==> src/rtl/pcirm_pkg.sv <==
package pcirm_pkg;

   localparam logic [3:0] CMD_RD_WORD  = 4'b0110;
   localparam logic [3:0] CMD_RD_LINE  = 4'b1110;
   localparam logic [3:0] CMD_RD_MULTI = 4'b1100;

   typedef enum logic [1:0] {
      RK_NONE   = 2'd0,
      RK_SINGLE = 2'd1,
      RK_LINE   = 2'd2,
      RK_MULTI  = 2'd3
   } rd_kind_e;

endpackage

==> src/rtl/pcirm_decode.sv <==
module pcirm_decode
   import pcirm_pkg::*;
(
   input  logic [3:0] code,
   output rd_kind_e   kind
);

   always_comb begin
      case (code)
         CMD_RD_WORD:  kind = RK_SINGLE;
         CMD_RD_LINE:  kind = RK_LINE;
         CMD_RD_MULTI: kind = RK_MULTI;
         default:      kind = RK_NONE;
      endcase
   end

endmodule

==> src/rtl/pcirm_len.sv <==
module pcirm_len #(
   parameter int WORDS_PER_BLK = 8,
   parameter int WIDX_W        = 3,
   parameter int LEN_W         = 4
) (
   input  logic [WIDX_W-1:0] word_idx,
   output logic [LEN_W-1:0]  len,
   output logic              last_word
);

   generate
      if (WORDS_PER_BLK == 1) begin : g_one
         logic unused_idx;
         assign unused_idx = ^word_idx;
         assign len        = LEN_W'(1);
         assign last_word  = 1'b1;
      end else begin : g_many
         assign len       = LEN_W'(WORDS_PER_BLK) - LEN_W'(word_idx);
         assign last_word = (word_idx == WIDX_W'(WORDS_PER_BLK - 1));
      end
   endgenerate

   always_comb begin
      if (!last_word) begin
         a_len_min_r3: assert (len >= LEN_W'(2))
            else $error("line length below two words");
      end
   end

endmodule

==> src/rtl/pcirm_hold.sv <==
module pcirm_hold #(
   parameter int ADDR_W = 32,
   parameter int BE_W   = 4
) (
   input  logic              clk,
   input  logic              rst_n,
   input  logic              load,
   input  logic [ADDR_W-1:0] addr_d,
   input  logic              burst_d,
   input  logic [BE_W-1:0]   be_d,
   input  logic              open_d,
   input  logic              ack,
   output logic              req_q,
   output logic [ADDR_W-1:0] addr_q,
   output logic              burst_q,
   output logic [BE_W-1:0]   be_q,
   output logic              open_q
);

   always_ff @(posedge clk) begin
      if (!rst_n) begin
         req_q   <= 1'b0;
         addr_q  <= '0;
         burst_q <= 1'b0;
         be_q    <= '0;
         open_q  <= 1'b0;
      end else if (load) begin
         req_q   <= 1'b1;
         addr_q  <= addr_d;
         burst_q <= burst_d;
         be_q    <= be_d;
         open_q  <= open_d;
      end else if (req_q && ack) begin
         req_q   <= 1'b0;
      end
   end

   p_hold_stable_r7: assert property (@(posedge clk) disable iff (!rst_n)
      req_q && !ack |=> req_q && $stable(addr_q) && $stable(be_q)
                        && $stable(burst_q) && $stable(open_q))
      else $error("request changed before acknowledge");

   p_drop_after_ack_r7: assert property (@(posedge clk) disable iff (!rst_n)
      req_q && ack |=> !req_q)
      else $error("request still pending after acknowledge");

endmodule

==> src/rtl/pcirm_top.sv <==
module pcirm_top
   import pcirm_pkg::*;
#(
   parameter int ADDR_W      = 32,
   parameter int WORD_BYTES  = 4,
   parameter int BLOCK_BYTES = 32
) (
   input  logic                  clk,
   input  logic                  rst_n,
   input  logic                  cmd_valid,
   input  logic [3:0]            cmd_code,
   input  logic [ADDR_W-1:0]     cmd_addr,
   input  logic                  lb_addr_ack,
   output logic                  lb_req,
   output logic [ADDR_W-1:0]     lb_addr,
   output logic                  lb_burst,
   output logic [WORD_BYTES-1:0] lb_be,
   output logic                  lb_open
);

   localparam int WORD_LSB      = $clog2(WORD_BYTES);
   localparam int BLK_LSB       = $clog2(BLOCK_BYTES);
   localparam int WORDS_PER_BLK = BLOCK_BYTES / WORD_BYTES;
   localparam int WIDX_W        = (WORDS_PER_BLK > 1) ? $clog2(WORDS_PER_BLK) : 1;
   localparam int BE_W          = WORD_BYTES;

   generate
      if ((1 << WORD_LSB) != WORD_BYTES) begin : g_bad_word
         $error("WORD_BYTES must be a power of two");
      end
      if ((1 << BLK_LSB) != BLOCK_BYTES || BLOCK_BYTES < WORD_BYTES) begin : g_bad_blk
         $error("BLOCK_BYTES must be a power of two no smaller than a word");
      end
      if (WORDS_PER_BLK >= (1 << BE_W)) begin : g_bad_len
         $error("burst length does not fit in the byte-enable field");
      end
      if (ADDR_W <= BLK_LSB) begin : g_bad_addr
         $error("ADDR_W too small for the block size");
      end
   endgenerate

   rd_kind_e          kind;
   logic [WIDX_W-1:0] word_idx;
   logic [BE_W-1:0]   line_len;
   logic              line_last;
   logic              nx_burst;
   logic              nx_open;
   logic [BE_W-1:0]   nx_be;
   logic [ADDR_W-1:0] nx_addr;
   logic              load;

   pcirm_decode u_dec (
      .code (cmd_code),
      .kind (kind)
   );

   generate
      if (WORDS_PER_BLK > 1) begin : g_idx
         assign word_idx = cmd_addr[BLK_LSB-1:WORD_LSB];
      end else begin : g_idx1
         assign word_idx = '0;
      end
   endgenerate

   pcirm_len #(
      .WORDS_PER_BLK (WORDS_PER_BLK),
      .WIDX_W        (WIDX_W),
      .LEN_W         (BE_W)
   ) u_len (
      .word_idx  (word_idx),
      .len       (line_len),
      .last_word (line_last)
   );

   always_comb begin
      nx_burst = 1'b0;
      nx_open  = 1'b0;
      nx_be    = '1;
      case (kind)
         RK_LINE: begin
            if (!line_last) begin
               nx_burst = 1'b1;
               nx_be    = line_len;
            end
         end
         RK_MULTI: begin
            nx_burst = 1'b1;
            nx_open  = 1'b1;
            nx_be    = '0;
         end
         default: ;
      endcase
   end

   assign nx_addr = cmd_addr & ~ADDR_W'(WORD_BYTES - 1);
   assign load    = cmd_valid && !lb_req && (kind != RK_NONE);

   pcirm_hold #(
      .ADDR_W (ADDR_W),
      .BE_W   (BE_W)
   ) u_hold (
      .clk     (clk),
      .rst_n   (rst_n),
      .load    (load),
      .addr_d  (nx_addr),
      .burst_d (nx_burst),
      .be_d    (nx_be),
      .open_d  (nx_open),
      .ack     (lb_addr_ack),
      .req_q   (lb_req),
      .addr_q  (lb_addr),
      .burst_q (lb_burst),
      .be_q    (lb_be),
      .open_q  (lb_open)
   );

   p_open_zero_r5: assert property (@(posedge clk) disable iff (!rst_n)
      lb_req && lb_open |-> lb_burst && (lb_be == '0))
      else $error("open burst without all-zero field");

   p_single_full_r2: assert property (@(posedge clk) disable iff (!rst_n)
      lb_req && !lb_burst |-> (lb_be == '1) && !lb_open)
      else $error("single word without full byte enables");

   p_line_len_r3: assert property (@(posedge clk) disable iff (!rst_n)
      lb_req && lb_burst && !lb_open |->
         (lb_be >= BE_W'(2)) && (lb_be <= BE_W'(WORDS_PER_BLK)))
      else $error("line length out of range");

   p_ignore_busy_r8: assert property (@(posedge clk) disable iff (!rst_n)
      lb_req && cmd_valid |=> $stable(lb_addr) && $stable(lb_be)
                              && $stable(lb_burst) && $stable(lb_open))
      else $error("strobe while pending changed the request");

   p_no_req_bad_cmd_r6: assert property (@(posedge clk) disable iff (!rst_n)
      !lb_req && !(cmd_valid && kind != RK_NONE) |=> !lb_req)
      else $error("request raised without a read command");

   p_aligned_r9: assert property (@(posedge clk) disable iff (!rst_n)
      lb_req |-> (lb_addr[WORD_LSB-1:0] == '0))
      else $error("request address not word aligned");

endmodule

==> config.mk <==
export PLATFORM = sky130hd
export DESIGN_NAME = pcirm_top
export DESIGN_NICKNAME = d
export VERILOG_FILES = /design/src/rtl/pcirm_pkg.sv /design/src/rtl/pcirm_decode.sv /design/src/rtl/pcirm_len.sv /design/src/rtl/pcirm_hold.sv /design/src/rtl/pcirm_top.sv
export SDC_FILE = /design/constraint.sdc
export NUM_CORES = 1
export LEC_CHECK = 0
export BUFFER_PORTS_ARGS = -buffer_cell sky130_fd_sc_hd__buf_2
export CAP_MARGIN = 10
export CORE_MARGIN = 4
export CORE_UTILIZATION = 45
export DETAILED_ROUTE_END_ITERATION = 6
export PLACE_DENSITY = 0.75
export SYNTH_ARGS = -nofsm -noshare
export SYNTH_HDL_FRONTEND = slang
export SYNTH_SLANG_ARGS = --single-unit
==> constraint.sdc <==
create_clock -name clk -period 2.35 [get_ports clk]
set_input_delay 0.47 -clock clk [delete_from_list [all_inputs] [get_ports clk]]
set_output_delay 0.47 -clock clk [all_outputs]
set_load 0.01 [all_outputs]
==> summary.txt <==
Yosys
  • Synth warn: 0
  • Synth Cell Area: 1617 sq um
  • Post-synthesis xor/xnor area fraction: 0%
  • Mapped Avg Cell Area: between 9 and 10 sq um
  • Yosys cell types: 25
  • Mapped Cells: 173
  • Share of Yosys cell area claimed by the top area cell type: between 40 and 50%
  • Synth Area in Compound Gates: under 10%
  • Synth Area in Simple Gates: roughly a fifth
  • Area leader, netlist: dfxtp_1
  • Register area share after synthesis: 45.82%
  • Ranking of synthesized cells by area: dfxtp_1 (46%), mux2i_1 (19%), nand2_1 (15%), buf_12 (5.0%), clkbuf_1 (1.6%)
  • FF+latch count, synth: 37
  • Mux cell area share after synthesis: 18.58%
  • Adder-cell share of the synthesized area: under 10%
  • Main combinational cell family by area after synthesis: simple AND/OR/NAND/NOR gates

Die
  • Std cell rows: 21
  • Total die area: 4615 sq um
  • Initial Utilization: a little under half
  • I/O pin cnt: 79
  • Die height: 67.94 um
  • Die W: 67.94 um
  • Core ar.: about 3400 sq um

Timing
  • Fin crit share: 62.67%
  • Final Hold Slack: roughly 0.37 ns
  • Peak Freq: 679.0 MHz
  • Slew Viols, Final: 0
  • Clock Skew: between 0.005 and 0.006 ns
  • Final setup vio count: 0
  • Slew headroom: between 60 and 70%
  • Worst Tran Pin Value: approximately 0.51 ns
  • PnR worst setup slack: between 0.8 and 0.9 ns
  • TNS Setup: 0 ns
  • Unrepaired setup endpoints after global routing: no
  • Tmin final: approximately 1.5 ns
  • Final hold viol count: 0

Hold path
  • Path type of the worst min-delay path: input port to flip-flop
  • Hold Path Cell Cnt: 3
  • HP Start: cmd_addr[17]
  • WHS Endpoint: u_hold.addr_q[17]

Detailed routing
  • Drt pass-1 iters: 4
  • WL per Instance: around 12 um
  • DRT iter0 DRCs: 49
  • WL final: 3354 um
  • Vias per cell: 4.647
  • DR vias: 1343
  • Remaining antenna violation count: 0
  • # DRC: 0

Pwr
  • P per Cell Area: approximately 550 nW/um^2
  • Pint: approximately 0.0008 W
  • Sw power: 0.0002764 W
  • Worst VDD drop: 0.3477 mV
  • Comb power frac: a little over an eighth
  • Switching share of total power: roughly a quarter
  • PnR Total Power: about 0.0011 W
  • Clock share of power: a little over a quarter
  • Sequential share of power: approximately three fifths
  • P_leak: around 1 nW

GRT
  • Vias in the first global route: 1217
  • Total GRT Usage: ~15%
  • Largest net degree at the start of global routing: 33
  • First-pass GRT wire length: around 5200 um
  • Initial antenna violation count: 0
  • Overflow after GRT: 0

Clock network
  • Post-CTS setup buffer count: 0
  • Root buffer cell: clkbuf_4
  • Post-CTS Resized: 0
  • Clk slew on worst S/H paths: roughly 0.10 ns
  • CTS buffer count: 5
  • Cts hold-fix bufs: 0
  • Clock Latency Late Sink: around 0.32 ns
  • Max Root-Sink Buffers: 2
  • Clk sink count: 37
  • CTS tree: built
  • H-tree levels: 2

Layout
  • Multi-input gate area: around 740 sq um
  • Fill cells: just over 300
  • Ratio of cells with drive above 1 in the final layout: between 30% and 40%
  • Reg area: about 740 sq um
  • Final-stage net count: between 200 and 300
  • Final Non-Filler Cells: around 290
  • Ant diodes: 0
  • Area Growth Syn to Fin: 23.68%

Run status
  • Status: completed

Placed design
  • Dpl ws: 0.5850 ns
  • Port bufs: 74
  • GP Congestion: roughly 0.72
  • Placed cell count: approximately 280
  • Post-DP HPWL: between 2000 and 2500 um

Critical path
  • Slowest cell delay on critical path: 0.34 ns
  • Critical Path, Cell by Cell: and4bb_4 -> o21a_4 -> buf_12 -> mux2i_1
  • Kind of critical path: flip-flop to flip-flop
  • Worst setup SP type: flip-flop
  • Reg2reg start: u_hold.req_q
  • Critical-path maximum fanout: 21
  • Worst path slowest cell: and4bb_4
  • WP data required: between 2 and 3 ns
  • FF-to-FF End: u_hold.addr_q[16]
  • Critical path arrival: approximately 1.7 ns
  • Worst r2r path cells: 4
  • Setup crit end kind: flip-flop
  • R2R Setup Slk: roughly 0.9 ns

Run
  • Max-cap violations: 0
[per-layer routing]
metal  global-route usage [%]  wire length, um  vias up
met4                    5.955               47        0
met1                    19.25             1522      587
met5                        0                0        -
li1                         -                -      702
met3                    4.762              299        7
met2                    22.26             1485       47
[placed cells by master, fill, tap and decap left out, types with 2 or more instances in the layout]
master and n:
conb_1 2, mux2i_1 30, inv_1 3, o211a_1 2, dfxtp_1 37, nor2b_1 2
ha_1 2, clkbuf_4 5, buf_2 74, o22ai_1 3, nand2_1 66, buf_4 2
o21ai_0 2
[synth_stat cells]
| master | number |
|---|---|
| nor2_1 | 1 |
| o221a_2 | 1 |
| clkbuf_1 | 7 |
| o21a_4 | 1 |
| nand4_1 | 1 |
| nor2b_1 | 2 |
| ha_1 | 2 |
| o211a_1 | 2 |
| conb_1 | 1 |
| buf_12 | 4 |
| o21ai_0 | 2 |
| mux2i_1 | 30 |
| a211oi_1 | 1 |
| a21bo_2 | 1 |
| nand3_1 | 1 |
| o21a_1 | 1 |
| o22ai_1 | 3 |
| buf_4 | 2 |
| inv_1 | 3 |
| dfxtp_1 | 37 |
| and2_2 | 1 |
| and4bb_4 | 1 |
| buf_2 | 1 |
| nand2_1 | 66 |
| or4b_1 | 1 |
[sequential cells by signal, summed over array words and instances (netlist names)]
name            count
u_hold.be_q         4
u_hold.req_q        1
u_hold.burst_q      1
u_hold.open_q       1
u_hold.addr_q      30
[layout make-up]
| cell class | instances | share of cell area [%] |
|---|---|---|
| clock buffers | 5 | 1.877 |
| well taps | 46 | 2.879 |
| inverters | 3 | 0.5632 |
| multi-input cells | 120 | 37.11 |
| flip-flops and latches | 37 | 37.05 |
| repair buffers | 77 | 20.28 |
| clock inverters | 1 | 0.2503 |
[worst max-delay path by stage]
stage	start	endpoint	slack (ns)	cells after the start
6_report	u_hold.req_q	u_hold.addr_q[16]	0.88	4
5_1_grt	u_hold.req_q	u_hold.addr_q[14]	0.79	4
4_1_cts	u_hold.req_q	u_hold.addr_q[16]	0.86	4
3_5_place_dp	cmd_code[0]	u_hold.addr_q[16]	0.59	5
3_3_place_gp	cmd_code[0]	u_hold.addr_q[29]	0.62	5
2_1_floorplan	cmd_code[0]	u_hold.addr_q[12]	0.93	5
[worst max-delay path, delay by kind of cell (launching register included)]
family          cells  cell delay, ns
simple gates        1            0.34
flops               1            0.33
buf+inv             1            0.23
mux                 1            0.20
compound gates      1            0.30
[kinds of logic (layout without fill, tap and decap cells)]
kind of cell    count (synthesis)  in the layout
fa+ha+maj                       2              2
other cells                     1              2
simple gates                   74             74
flops                          37             37
compound gates                 12             12
buf+inv                        17             86
mux                            30             30
[stage by stage]
step | util (%) | cell area (sq um)
floorplan | - | 1620
global placement | 57.73 | 1957
detailed placement | 57.73 | 1957
CTS | 58.99 | 1999
global route | 58.99 | 1999
finish | 58.99 | 1999
[power groups by stage]
stage	clock network [W]	registers, W	logic, W
6_report	0.000294	0.000655	0.000146
5_1_grt	0.000335	0.000658	0.000163
4_1_cts	0.000305	0.000656	0.000148
3_5_place_dp	0	0.000670	0.000148
3_3_place_gp	0	0.000670	0.000145
2_1_floorplan	0	0.000680	0.0000827
Note: power is estimated with default switching activity, not from simulation.
